`src/rtl/mdb_pkg.sv`:
```
package mdb_pkg;

    // Sequential encoding; bit 1 is the committed clean level.
    typedef enum logic [1:0] {
        SW_LOW  = 2'd0,
        SW_RISE = 2'd1,
        SW_HIGH = 2'd2,
        SW_FALL = 2'd3
    } sw_state_e;

endpackage

```
`src/rtl/mdb_timer.sv`:
```
module mdb_timer #(
    parameter int unsigned INTERVAL = 50000
) (
    input  logic clk,
    input  logic rst,
    output logic tick_o
);

    localparam int unsigned CNT_W = (INTERVAL > 1) ? $clog2(INTERVAL) : 1;
    localparam logic [CNT_W-1:0] LAST = CNT_W'(INTERVAL - 1);

    typedef struct packed {
        logic [CNT_W-1:0] cnt;
    } tmr_t;

    tmr_t tmr_d, tmr_q;
    logic wrap;

    always_comb begin
        tmr_d = tmr_q;
        wrap  = (tmr_q.cnt == LAST);
        if (wrap) begin
            tmr_d.cnt = '0;
        end else begin
            tmr_d.cnt = tmr_q.cnt + 1'b1;
        end
    end

    always_ff @(posedge clk) begin
        if (rst) begin
            tmr_q <= '0;
        end else begin
            tmr_q <= tmr_d;
        end
    end

    assign tick_o = wrap;


    cnt_range_chk: assert property (@(posedge clk) disable iff (rst)
        tmr_q.cnt <= LAST);

    generate
        if (INTERVAL > 1) begin : g_pulse_chk

            tick_single_chk: assert property (@(posedge clk) disable iff (rst)
                tick_o |=> !tick_o);
        end
    endgenerate

endmodule

```
`src/rtl/mdb_sync.sv`:
```
module mdb_sync #(
    parameter int unsigned WIDTH     = 4,
    parameter int unsigned STAGES    = 2,
    parameter bit          RST_LEVEL = 1'b1
) (
    input  logic             clk,
    input  logic             rst,
    input  logic [WIDTH-1:0] raw_i,
    output logic [WIDTH-1:0] sync_o
);

    localparam int unsigned WARM_W = $clog2(STAGES + 1);

    typedef struct packed {
        logic [STAGES-1:0][WIDTH-1:0] chain;
    } sync_t;

    sync_t sync_d, sync_q;

    always_comb begin
        sync_d       = sync_q;
        sync_d.chain = {sync_q.chain[STAGES-2:0], raw_i};
    end

    always_ff @(posedge clk) begin
        if (rst) begin
            sync_q <= {(STAGES*WIDTH){RST_LEVEL}};
        end else begin
            sync_q <= sync_d;
        end
    end

    assign sync_o = sync_q.chain[STAGES-1];

    // Cycles since reset, saturating; used only to qualify the latency check.
    logic [WARM_W-1:0] warm_q;
    always_ff @(posedge clk) begin
        if (rst) begin
            warm_q <= '0;
        end else if (warm_q != WARM_W'(STAGES)) begin
            warm_q <= warm_q + 1'b1;
        end
    end

    generate
        if (STAGES == 2) begin : g_lat_chk

            sync_latency_chk: assert property (@(posedge clk) disable iff (rst)
                (warm_q == WARM_W'(STAGES)) |-> (sync_o == $past(raw_i, 2)));
        end
    endgenerate

endmodule

```
`src/rtl/mdb_channel.sv`:
```
module mdb_channel
    import mdb_pkg::*;
(
    input  logic clk,
    input  logic rst,
    input  logic tick_i,
    input  logic level_i,
    output logic clean_o
);

    typedef struct packed {
        sw_state_e st;
    } ch_t;

    ch_t ch_d, ch_q;

    always_comb begin
        ch_d = ch_q;
        if (tick_i) begin
            unique case (ch_q.st)
                SW_LOW:  ch_d.st = level_i ? SW_RISE : SW_LOW;
                SW_RISE: ch_d.st = level_i ? SW_HIGH : SW_LOW;
                SW_HIGH: ch_d.st = level_i ? SW_HIGH : SW_FALL;
                SW_FALL: ch_d.st = level_i ? SW_HIGH : SW_LOW;
                default: ch_d.st = SW_HIGH;
            endcase
        end
    end

    always_ff @(posedge clk) begin
        if (rst) begin
            ch_q.st <= SW_HIGH;
        end else begin
            ch_q <= ch_d;
        end
    end

    assign clean_o = (ch_q.st == SW_HIGH) || (ch_q.st == SW_FALL);


    change_on_tick_chk: assert property (@(posedge clk) disable iff (rst)
        (clean_o != $past(clean_o)) |-> $past(tick_i));


    rise_needs_pending_chk: assert property (@(posedge clk) disable iff (rst)
        (ch_q.st == SW_HIGH && $past(ch_q.st) == SW_LOW) |-> 1'b0);


    fall_needs_pending_chk: assert property (@(posedge clk) disable iff (rst)
        (ch_q.st == SW_LOW && $past(ch_q.st) == SW_HIGH) |-> 1'b0);


    pending_cancel_chk: assert property (@(posedge clk) disable iff (rst)
        (ch_q.st == SW_RISE && tick_i && !level_i) |=> (ch_q.st == SW_LOW));


    steady_hold_chk: assert property (@(posedge clk) disable iff (rst)
        (tick_i && (level_i == clean_o)) |=> (clean_o == $past(clean_o)));

endmodule

```
`src/rtl/mdb_debounce.sv`:
```
module mdb_debounce #(
    parameter int unsigned N_CH        = 4,
    parameter int unsigned INTERVAL    = 50000,
    parameter int unsigned SYNC_STAGES = 2
) (
    input  logic            clk,
    input  logic            rst,
    input  logic [N_CH-1:0] sw_raw_i,
    output logic [N_CH-1:0] sw_clean_o
);

    logic            tick;
    logic [N_CH-1:0] sw_sync;

    mdb_timer #(
        .INTERVAL (INTERVAL)
    ) u_timer (
        .clk    (clk),
        .rst    (rst),
        .tick_o (tick)
    );

    mdb_sync #(
        .WIDTH     (N_CH),
        .STAGES    (SYNC_STAGES),
        .RST_LEVEL (1'b1)
    ) u_sync (
        .clk    (clk),
        .rst    (rst),
        .raw_i  (sw_raw_i),
        .sync_o (sw_sync)
    );

    generate
        for (genvar c = 0; c < N_CH; c++) begin : g_ch
            mdb_channel u_ch (
                .clk     (clk),
                .rst     (rst),
                .tick_i  (tick),
                .level_i (sw_sync[c]),
                .clean_o (sw_clean_o[c])
            );
        end
    endgenerate


    reset_level_chk: assert property (@(posedge clk) disable iff (rst)
        $past(rst) |-> (sw_clean_o == '1));

endmodule

```
`config.mk`:
```
export PLATFORM = sky130hd
export DESIGN_NAME = mdb_debounce
export DESIGN_NICKNAME = d
export VERILOG_FILES = /design/src/rtl/mdb_pkg.sv /design/src/rtl/mdb_timer.sv /design/src/rtl/mdb_sync.sv /design/src/rtl/mdb_channel.sv /design/src/rtl/mdb_debounce.sv
export SDC_FILE = /design/constraint.sdc
export NUM_CORES = 1
export LEC_CHECK = 0
export CORE_MARGIN = 2
export CORE_UTILIZATION = 60
export CTS_CLUSTER_SIZE = 28
export DETAILED_ROUTE_END_ITERATION = 12
export DONT_BUFFER_PORTS = 1
export GPL_ROUTABILITY_DRIVEN = 0
export GPL_TIMING_DRIVEN = 0
export MAX_ROUTING_LAYER = met4
export PLACE_DENSITY = 0.72
export REMOVE_ABC_BUFFERS = 1
export SETUP_SLACK_MARGIN = 0.1
export SLEW_MARGIN = 20
export SYNTH_ARGS = -nofsm -noshare
export SYNTH_HDL_FRONTEND = slang
export SYNTH_HIERARCHICAL = 1
export SYNTH_SLANG_ARGS = --single-unit
```
`constraint.sdc`:
```
create_clock -name clk -period 2.2 [get_ports clk]
set_input_delay 0 -clock clk [delete_from_list [all_inputs] [get_ports clk]]
set_output_delay 0 -clock clk [all_outputs]
set_load 0.02 [all_outputs]
```
======== Yosys cells after proc, flatten, opt, wreduce, memory -nomap -nowiden ========
Index checks and enable logic that the tools add are counted.
word-level totals
  bits in registers ....................... 32
  bits of input ports ..................... 6
  output and inout port bits .............. 4
  logic and storage cells ................. 50
cells by class
  add/sub/neg operators ................... 1
  eq/ne operators ......................... 13
  muxes and demuxes ....................... 16
  reductions and logical operators ........ 13
operator list
  cell                                                              count
  2-bit one-hot mux with 3 select lines                             4
  16-bit by 1-bit adder with 16-bit output (second input constant)  1
  16-bit == test (second input constant)                            1
  2-bit == test (second input constant)                             8
  2-bit OR reduction                                                5
  2-bit by 1-bit == test with 1-bit output (second input constant)  4
  2-bit zero test                                                   4
  1-bit 2-to-1 mux                                                  8
  2-bit 2-to-1 mux                                                  4
  1-bit logical OR                                                  4

======== Depth between registers and ports, before layout ========
Gate-level depths: netlist of the first run.
  depth after elaboration ................. 3
  mapped depth ............................ 7
  mapped depth without buffers ............ 5

======== By module ========
The synthesis of the first run kept the hierarchy.
modules (own cells, without submodules)
  module       times used  cells an instance  area each (µm²)  seq. area each (µm²)
  mdb_timer    1           81                 710.7            320.3
  mdb_channel  4           9                  91.3             40.0
  mdb_sync     1           16                 210.2            160.2

======== Worst setup path after synthesis of the first run ========
OpenSTA, ideal clock, no wires.
  path kind ............................... flip-flop to flip-flop
  start point ............................. register u_timer/tmr_q[0] (netlist bit)
  end point ............................... register u_timer/tmr_q[14] (netlist bit)
  arrival ................................. 1609 ps
  slack ................................... 477 ps
  cell stages (with the launch flop) ...... 8
  buffers on the path ..................... 2
  cells stage by stage .................... dfxtp_1 > ha_1 > nand4_2 > and4b_1 > or2_1 > buf_2 > buf_6 > nor2_1
on the way
  cells in the longest elaborated chain, start to end .. 2
RTL lines
  item                          RTL line            text
  start: declaration            mdb_timer.sv:16     tmr_t tmr_d, tmr_q;
  start signal: assignment      mdb_timer.sv:33     tmr_q <= tmr_d;
  16-bit == test                mdb_timer.sv:21     wrap = (tmr_q.cnt == LAST);
  named net tick                mdb_debounce.sv:12  logic tick;
  2-bit OR reduction (no line)  -
The timed path passes the listed nets, and every way through them passes these cells.
A chain may end at the register's enable or synchronous reset.

======== Worst setup path in the final report of the first run ========
  start point ............................. register u_timer/tmr_q[0] (netlist bit)
  end point ............................... register g_ch[2].u_ch/ch_q[0] (netlist bit)
on the way
  cells in the longest elaborated chain, start to end .. 1
RTL lines
  item                    RTL line            text
  16-bit == test          mdb_timer.sv:21
  named net tick          mdb_debounce.sv:12
  end signal: assignment  mdb_channel.sv:34   ch_q <= ch_d;
  end: declaration        mdb_channel.sv:15   ch_t ch_d, ch_q;
The timed path passes the listed nets, and every way through them passes these cells.

==> flow_summary.ini, run 1 <==
[logic_synthesis]
synth_edf_count = 0
synthDominantAreaCellType = sky130_fd_sc_hd__dfxtp_1
synthMostInstantiatedCell = sky130_fd_sc_hd__dfxtp_1
synth.avg_cell_area_um2 = 9.67
synth_flop_cell = sky130_fd_sc_hd__dfxtp_1
synth.ff_latch_count = 32
netlist_top_cells_area = sky130_fd_sc_hd__dfxtp_1, sky130_fd_sc_hd__xnor2_1, sky130_fd_sc_hd__nor2_1
synth-warning-count = 6
netlist_area_um2 = 1290
synthCells = 133
async_reset_ff_frac = 0
synth_largest_type_area_fraction = 0.498
yosys.cell_types.count = 23
synth.yosys.seq_area_share = 0.498
ys_top_cells_by_count = sky130_fd_sc_hd__dfxtp_1, sky130_fd_sc_hd__nor2_1, sky130_fd_sc_hd__xnor2_1

[grt]
grt_start_max_net_pins = 22
first_global_vias = 831
global_route_wire_length_before_repair_um = 3740
global_route.usage.total = 0.213
antenna_found_initial = 0
globalRoute.totalOverflow = 0

[power]
largest_vdd_supply_drop_mv = 0.620
intPower_mw = 0.787
power.sequential.fraction = 0.604
report.power.total_mw = 0.990
p_leak_nw = 0.455
switchingPower_mw = 0.203
p_clk_frac = 0.365
power.switching_fraction = 0.205
p_comb_frac = 0.032
powerDensity_nw_per_um2 = 705

[die]
die_area_um2 = 2530
std_cell_rows = 16
start_util = 0.643
die-height_um = 50.3
pin_count = 10
die_width_um = 50.3
core_region_area_um2 = 2000

[clock_network]
worstSkewPairLatency_ps = 320
htree_levels = 2
cts_buffers = 5
clk_sinks = 32
clkSlewWorstSetupHoldPaths_ps = 90
clockRootBuffer = sky130_fd_sc_hd__clkbuf_4
tritoncts_clock_tree = done
cts-root-to-sink-buffers = 2
number_of_setup_buffers_added_after_cts = 0

[final_layout]
postLayoutCellArea_um2 = 1410
antennaDiodeCount = 0
nFillCells = 162
stdcell_count = 166
finalNetCount = 146
layout-drive-gt1-share = 0.0719
areaGrowthSynthToFinish_pct = 9.24

[sta]
clock_skew_ps = 4.24
period_needed_ps = 1870
post-route-period-util = 0.852
unrepaired_setup_endpoints_after_global_routing = no
finalSetupViolCount = 0
slew-limit-headroom = 0.579
tightestPinTransition_ps = 629
final_max_slew_viol_count = 0
totalNegativeSetupSlack_ps = 0
max_freq_mhz = 534
hold_violations = 0
hold_slack_ps = 50.6

[detailed_routing]
detail-route-antenna-nets = 0
drc = 0
viasPerCell = 5.42
routed_wire_length_per_instance_um = 13.2
drt_first_pass_iters = 4
starting_drt_drc_count = 25
routed_wirelength_um = 2180
route.vias.total = 900

[critical_path]
timing.critical_path.cells = ha_1, nand4_2, and4b_2, or3b_1, o22ai_1
crit_type = reg -> reg
critical_path_peak_fanout = 17
cp.buffers_inverters = 0
critPathTopFamily = simple AND/OR/NAND/NOR gates
critical_path.startpoint = u_timer/tmr_q[0]$_SDFF_PP0_
worstPathRequired_ps = 2450
worst_setup_path_start_kind = register
crit_path_top_delay_cell = sky130_fd_sc_hd__and4b_2
worst_r2r_startpoint = u_timer/tmr_q[0]$_SDFF_PP0_
worstPathArrival_ps = 2130
cp_slowest_stage_delay_ps = 510
critPathCaptureType = register

[outcome]
status = complete, no violations

[place]
placedCellCount = 154
place.port_buffers = 0
placedInstanceArea_um2 = 1290
post-dp-hpwl_um = 1370

[job]
cap_viol_max_count = 0

[min_path]
hp-class = in -> reg
hold_start = rst
per-stage QoR:
step,utilization,worst slack [ps]
global route,0.702,207
CTS,0.701,188
finish,0.702,326
global placement,0.644,132
detailed placement,0.644,65.2
floorplan,-,465
layer usage:
metal	global-route usage	wire (um)	vias up
met5	-	0	-
met2	0.314	1010	22
met3	0.0893	120	5
met4	0.0946	48	0
li1	-	-	468
met1	0.254	1000	405
power by group through the flow:
stage,Sequential [mW],Clock (mW),Combinational (mW)
2_1_floorplan,0.610,0,0.0169
3_3_place_gp,0.611,0,0.0191
3_5_place_dp,0.611,0,0.0200
4_1_cts,0.598,0.371,0.0314
5_1_grt,0.599,0.398,0.0351
6_report,0.598,0.361,0.0315
layout by cell type (no fill, tap or decap), drive strengths merged:
cell          n
dfxtp        32
and4b         1
nor4          4
ha            1
xor2          1
o22ai         4
nand3         5
clkbuf        7
nand2b        4
nor3          4
or3b          4
nor4bb        2
or2           9
a311o         4
nand2         4
inv           3
nor2         20
dlygate4sd3   5
nand4         4
xnor2        17
a21boi        4
cells by family (layout without fill, tap and decap cells):
kind of cell | Yosys count | after routing | share of synthesized area
XOR/XNOR | 18 | 18 | 0.123
AND/OR/NAND/NOR | 61 | 61 | 0.263
flip-flops | 32 | 32 | 0.498
buffers and inverters | 9 | 15 | 0.0331
adder cells (fa/ha/maj) | 1 | 1 | 0.00973
AO/OA/AOI/OAI | 12 | 12 | 0.0739
area by class of cell:
class,instances,area [um^2],share of cell area
Multi-Input combinational cell,92,604,0.430
Clock buffer,7,65.1,0.0463
Tap cell,27,33.8,0.0240
Timing Repair Buffer,5,50.0,0.0356
Inverter,3,11.3,0.00801
Sequential cell,32,641,0.456
final timing paths:
path	cells after the start	slack (ps)	to
hold / removal	2	50	u_timer/tmr_q[1]$_SDFF_PP0_
hold reg to reg	1	410	u_sync/sync_o[0]$_SDFF_PP1_
setup reg to reg	5	330	g_ch[2].u_ch/ch_q[0]$_SDFFE_PP0P_
setup / recovery	5	330	g_ch[2].u_ch/ch_q[0]$_SDFFE_PP0P_
timing repair:
item                                   in CTS  in global routing
gates resized for setup                     1                  1
endpoints found under the hold margin      17                  0
setup endpoints to repair                  15                 20
hold buffers                                5                  0
Power figures use the tool's default switching activity.
==> run 2: changes to the inputs <==
--- a/config.mk
+++ b/config.mk
@@ -5,16 +5,16 @@
 export SDC_FILE = /design/constraint.sdc
 export NUM_CORES = 1
 export LEC_CHECK = 0
+export ABC_AREA = 1
 export CORE_MARGIN = 2
-export CORE_UTILIZATION = 60
+export CORE_UTILIZATION = 25
 export CTS_CLUSTER_SIZE = 28
 export DETAILED_ROUTE_END_ITERATION = 12
 export DONT_BUFFER_PORTS = 1
 export GPL_ROUTABILITY_DRIVEN = 0
 export GPL_TIMING_DRIVEN = 0
 export MAX_ROUTING_LAYER = met4
-export PLACE_DENSITY = 0.72
-export REMOVE_ABC_BUFFERS = 1
+export PLACE_DENSITY = 0.34
 export SETUP_SLACK_MARGIN = 0.1
 export SLEW_MARGIN = 20
 export SYNTH_ARGS = -nofsm -noshare
==> run 2 against run 1 <==
Synthesized cell count increased by 62%. Largest power group unchanged. Setup slack improved by 73 ps. Critical path depth increased by 2. Critical path type unchanged. Non-clock buffer count increased by 9. Final cell count increased by 85%. Clock skew about the same. Clock-buffer cell count decreased by 1. First-iteration DRC count increased by 56%. Synthesized area increased by 17%.
==> flow_summary.ini, run 2 <==
[power]
report.power.total_mw = 1.20
intPower_mw = 0.950
switchingPower_mw = 0.252
power.switching_fraction = 0.210
p_leak_nw = 0.764
largest_vdd_supply_drop_mv = 0.210
p_clk_frac = 0.462
p_comb_frac = 0.041
power.sequential.fraction = 0.497
powerDensity_nw_per_um2 = 665

[die]
pin_count = 10
std_cell_rows = 28
core_region_area_um2 = 5890
start_util = 0.256
die-height_um = 81.7
die_area_um2 = 6670
die_width_um = 81.7

[critical_path]
critical_path_peak_fanout = 8
crit_path_top_delay_cell = sky130_fd_sc_hd__dfxtp_1
worstPathRequired_ps = 2370
crit_type = reg -> reg
timing.critical_path.cells = ha_1, nand3_1, or2_2, nor2_4, nand2_1, nand2_1, o211ai_1
worst_path_most_repeated_cell = sky130_fd_sc_hd__nand2_1
worst_setup_path_start_kind = register
worstPathArrival_ps = 1970
cp_slowest_stage_delay_ps = 380
critPathCaptureType = register
worst-r2r-cell-count = 7

[min_path]
hp-class = reg -> reg
hold-path-cell-count = 2

[logic_synthesis]
yosys.cell_types.count = 25
synth_largest_type_area_fraction = 0.425
synthDominantAreaCellType = sky130_fd_sc_hd__dfxtp_1
async_reset_ff_frac = 0
synthesis.nets = 222
synth-warning-count = 6
synth.avg_cell_area_um2 = 7.02
synthCells = 215
netlist_top_cells_area = sky130_fd_sc_hd__dfxtp_1, sky130_fd_sc_hd__nand2_1, sky130_fd_sc_hd__inv_1
ys_top_cells_by_count = sky130_fd_sc_hd__nand2_1, sky130_fd_sc_hd__inv_1, sky130_fd_sc_hd__dfxtp_1
netlist_area_um2 = 1510
synth.yosys.seq_area_share = 0.425
synthMostInstantiatedCell = sky130_fd_sc_hd__nand2_1
synth_flop_cell = sky130_fd_sc_hd__dfxtp_1
synth.ff_latch_count = 32
synth_edf_count = 0

[place]
post-dp-hpwl_um = 2150
placedInstanceArea_um2 = 1600
placedCellCount = 290
place.port_buffers = 0

[final_layout]
finalNetCount = 238
most-common-layout-cells = sky130_fd_sc_hd__nand2_1, sky130_fd_sc_hd__inv_1, sky130_fd_sc_hd__dfxtp_1
most_common_cell_after_layout_fill_and_taps_aside = sky130_fd_sc_hd__nand2_1
postLayoutCellArea_um2 = 1810
areaGrowthSynthToFinish_pct = 19.8
stdcell_count = 307
antennaDiodeCount = 0
nFillCells = 645
layout-drive-gt1-share = 0.155

[sta]
finalSetupViolCount = 0
unrepaired_setup_endpoints_after_global_routing = no
final_max_slew_viol_count = 0
period_needed_ps = 1800
post-route-period-util = 0.819
max_freq_mhz = 555
hold_slack_ps = 412
tightestPinTransition_ps = 300
hold_violations = 0
slew-limit-headroom = 0.799
clock_skew_ps = 4.45

[clock_network]
worstSkewPairLatency_ps = 280
cts-root-to-sink-buffers = 2
number_of_setup_buffers_added_after_cts = 0
htree_levels = 2
cts_buffers = 5
clkSlewWorstSetupHoldPaths_ps = 70
clk_sinks = 32
tritoncts_clock_tree = done
clockRootBuffer = sky130_fd_sc_hd__clkbuf_8

[grt]
global_route.usage.total = 0.109
globalRoute.totalOverflow = 0
antenna_found_initial = 0
global_route_wire_length_before_repair_um = 5260
grt_start_max_net_pins = 11
first_global_vias = 1152

[outcome]
status = complete, no violations

[detailed_routing]
drt_first_pass_iters = 4
starting_drt_drc_count = 39
viasPerCell = 4.00
detail-route-antenna-nets = 0
routed_wirelength_um = 3000
routed_wire_length_per_instance_um = 9.76
route.vias.total = 1227
drc = 0

[job]
cap_viol_max_count = 0
## run 2: final cells by class
cell class,count,area [um^2],share of cell area
timing repair buffer,9,90.1,0.0498
sequential,32,641,0.354
clock inverter,2,35.0,0.0194
clock buffer,6,72.6,0.0401
tap,75,93.8,0.0519
inverter,42,158,0.0872
buffer,5,30.0,0.0166
multi-input combinational,136,688,0.381
## run 2: critical path, delay by kind of cell, from the launching register on
family	cells	cell delay, ps
and+or+nand+nor	5	1020
DFF	1	380
adders and majority gates	1	200
AOI/OAI and AO/OA	1	80
## run 2: timing repair
action / in CTS / in global routing
setup endpoints to repair: 8 / 8
cloned: 0 / 0
resized for setup: 1 / 1
endpoints found under the hold margin: 22 / 0
hold buffers: 9 / 0
pin swaps: 0 / 0
## run 2: routing by layer
metal,track usage,share of wire
met2,0.158,0.42
met1,0.139,0.53
met3,0.0341,0.031
met5,-,0
met4,0.0450,0.019
## run 2: per-stage QoR
stage / setup slack, ps / TNS, ps / utilization
3_5_place_dp: -24.3 / -50.5 / 0.272
3_3_place_gp: -45.1 / -149 / 0.272
2_1_floorplan: 410 / 0 / -
6_report: 399 / 0 / 0.307
4_1_cts: 209 / 0 / 0.306
5_1_grt: 153 / 0 / 0.307
## run 2: final timing paths
kind | start | endpoint | slack, ps
setup / recovery | u_timer/tmr_q[0]$_SDFF_PP0_ | register | 400
hold / removal | u_sync/sync_d[5]$_SDFF_PP1_ | u_sync/sync_o[1]$_SDFF_PP1_ | 410
setup reg to reg | u_timer/tmr_q[0]$_SDFF_PP0_ | register | 400
hold reg to reg | u_sync/sync_d[5]$_SDFF_PP1_ | u_sync/sync_o[1]$_SDFF_PP1_ | 410
## run 2: power groups by stage
stage	Combinational, mW	Sequential [mW]	Clock, mW
2_1_floorplan	0.0294	0.609	0
3_3_place_gp	0.0369	0.610	0
3_5_place_dp	0.0365	0.610	0
4_1_cts	0.0511	0.597	0.585
5_1_grt	0.0573	0.599	0.613
6_report	0.0499	0.597	0.555
## run 2: cells by family (layout without fill, tap and decap cells)
kind of cell             after synthesis  count (layout)  share of synthesized area
XOR/XNOR                               4               4                     0.0232
AO/OA/AOI/OAI                         18              18                     0.0763
flip-flops                            32              32                      0.425
buffers and inverters                 47              64                      0.124
adder cells (fa/ha/maj)                1               1                    0.00829
AND/OR/NAND/NOR                      113             113                      0.343
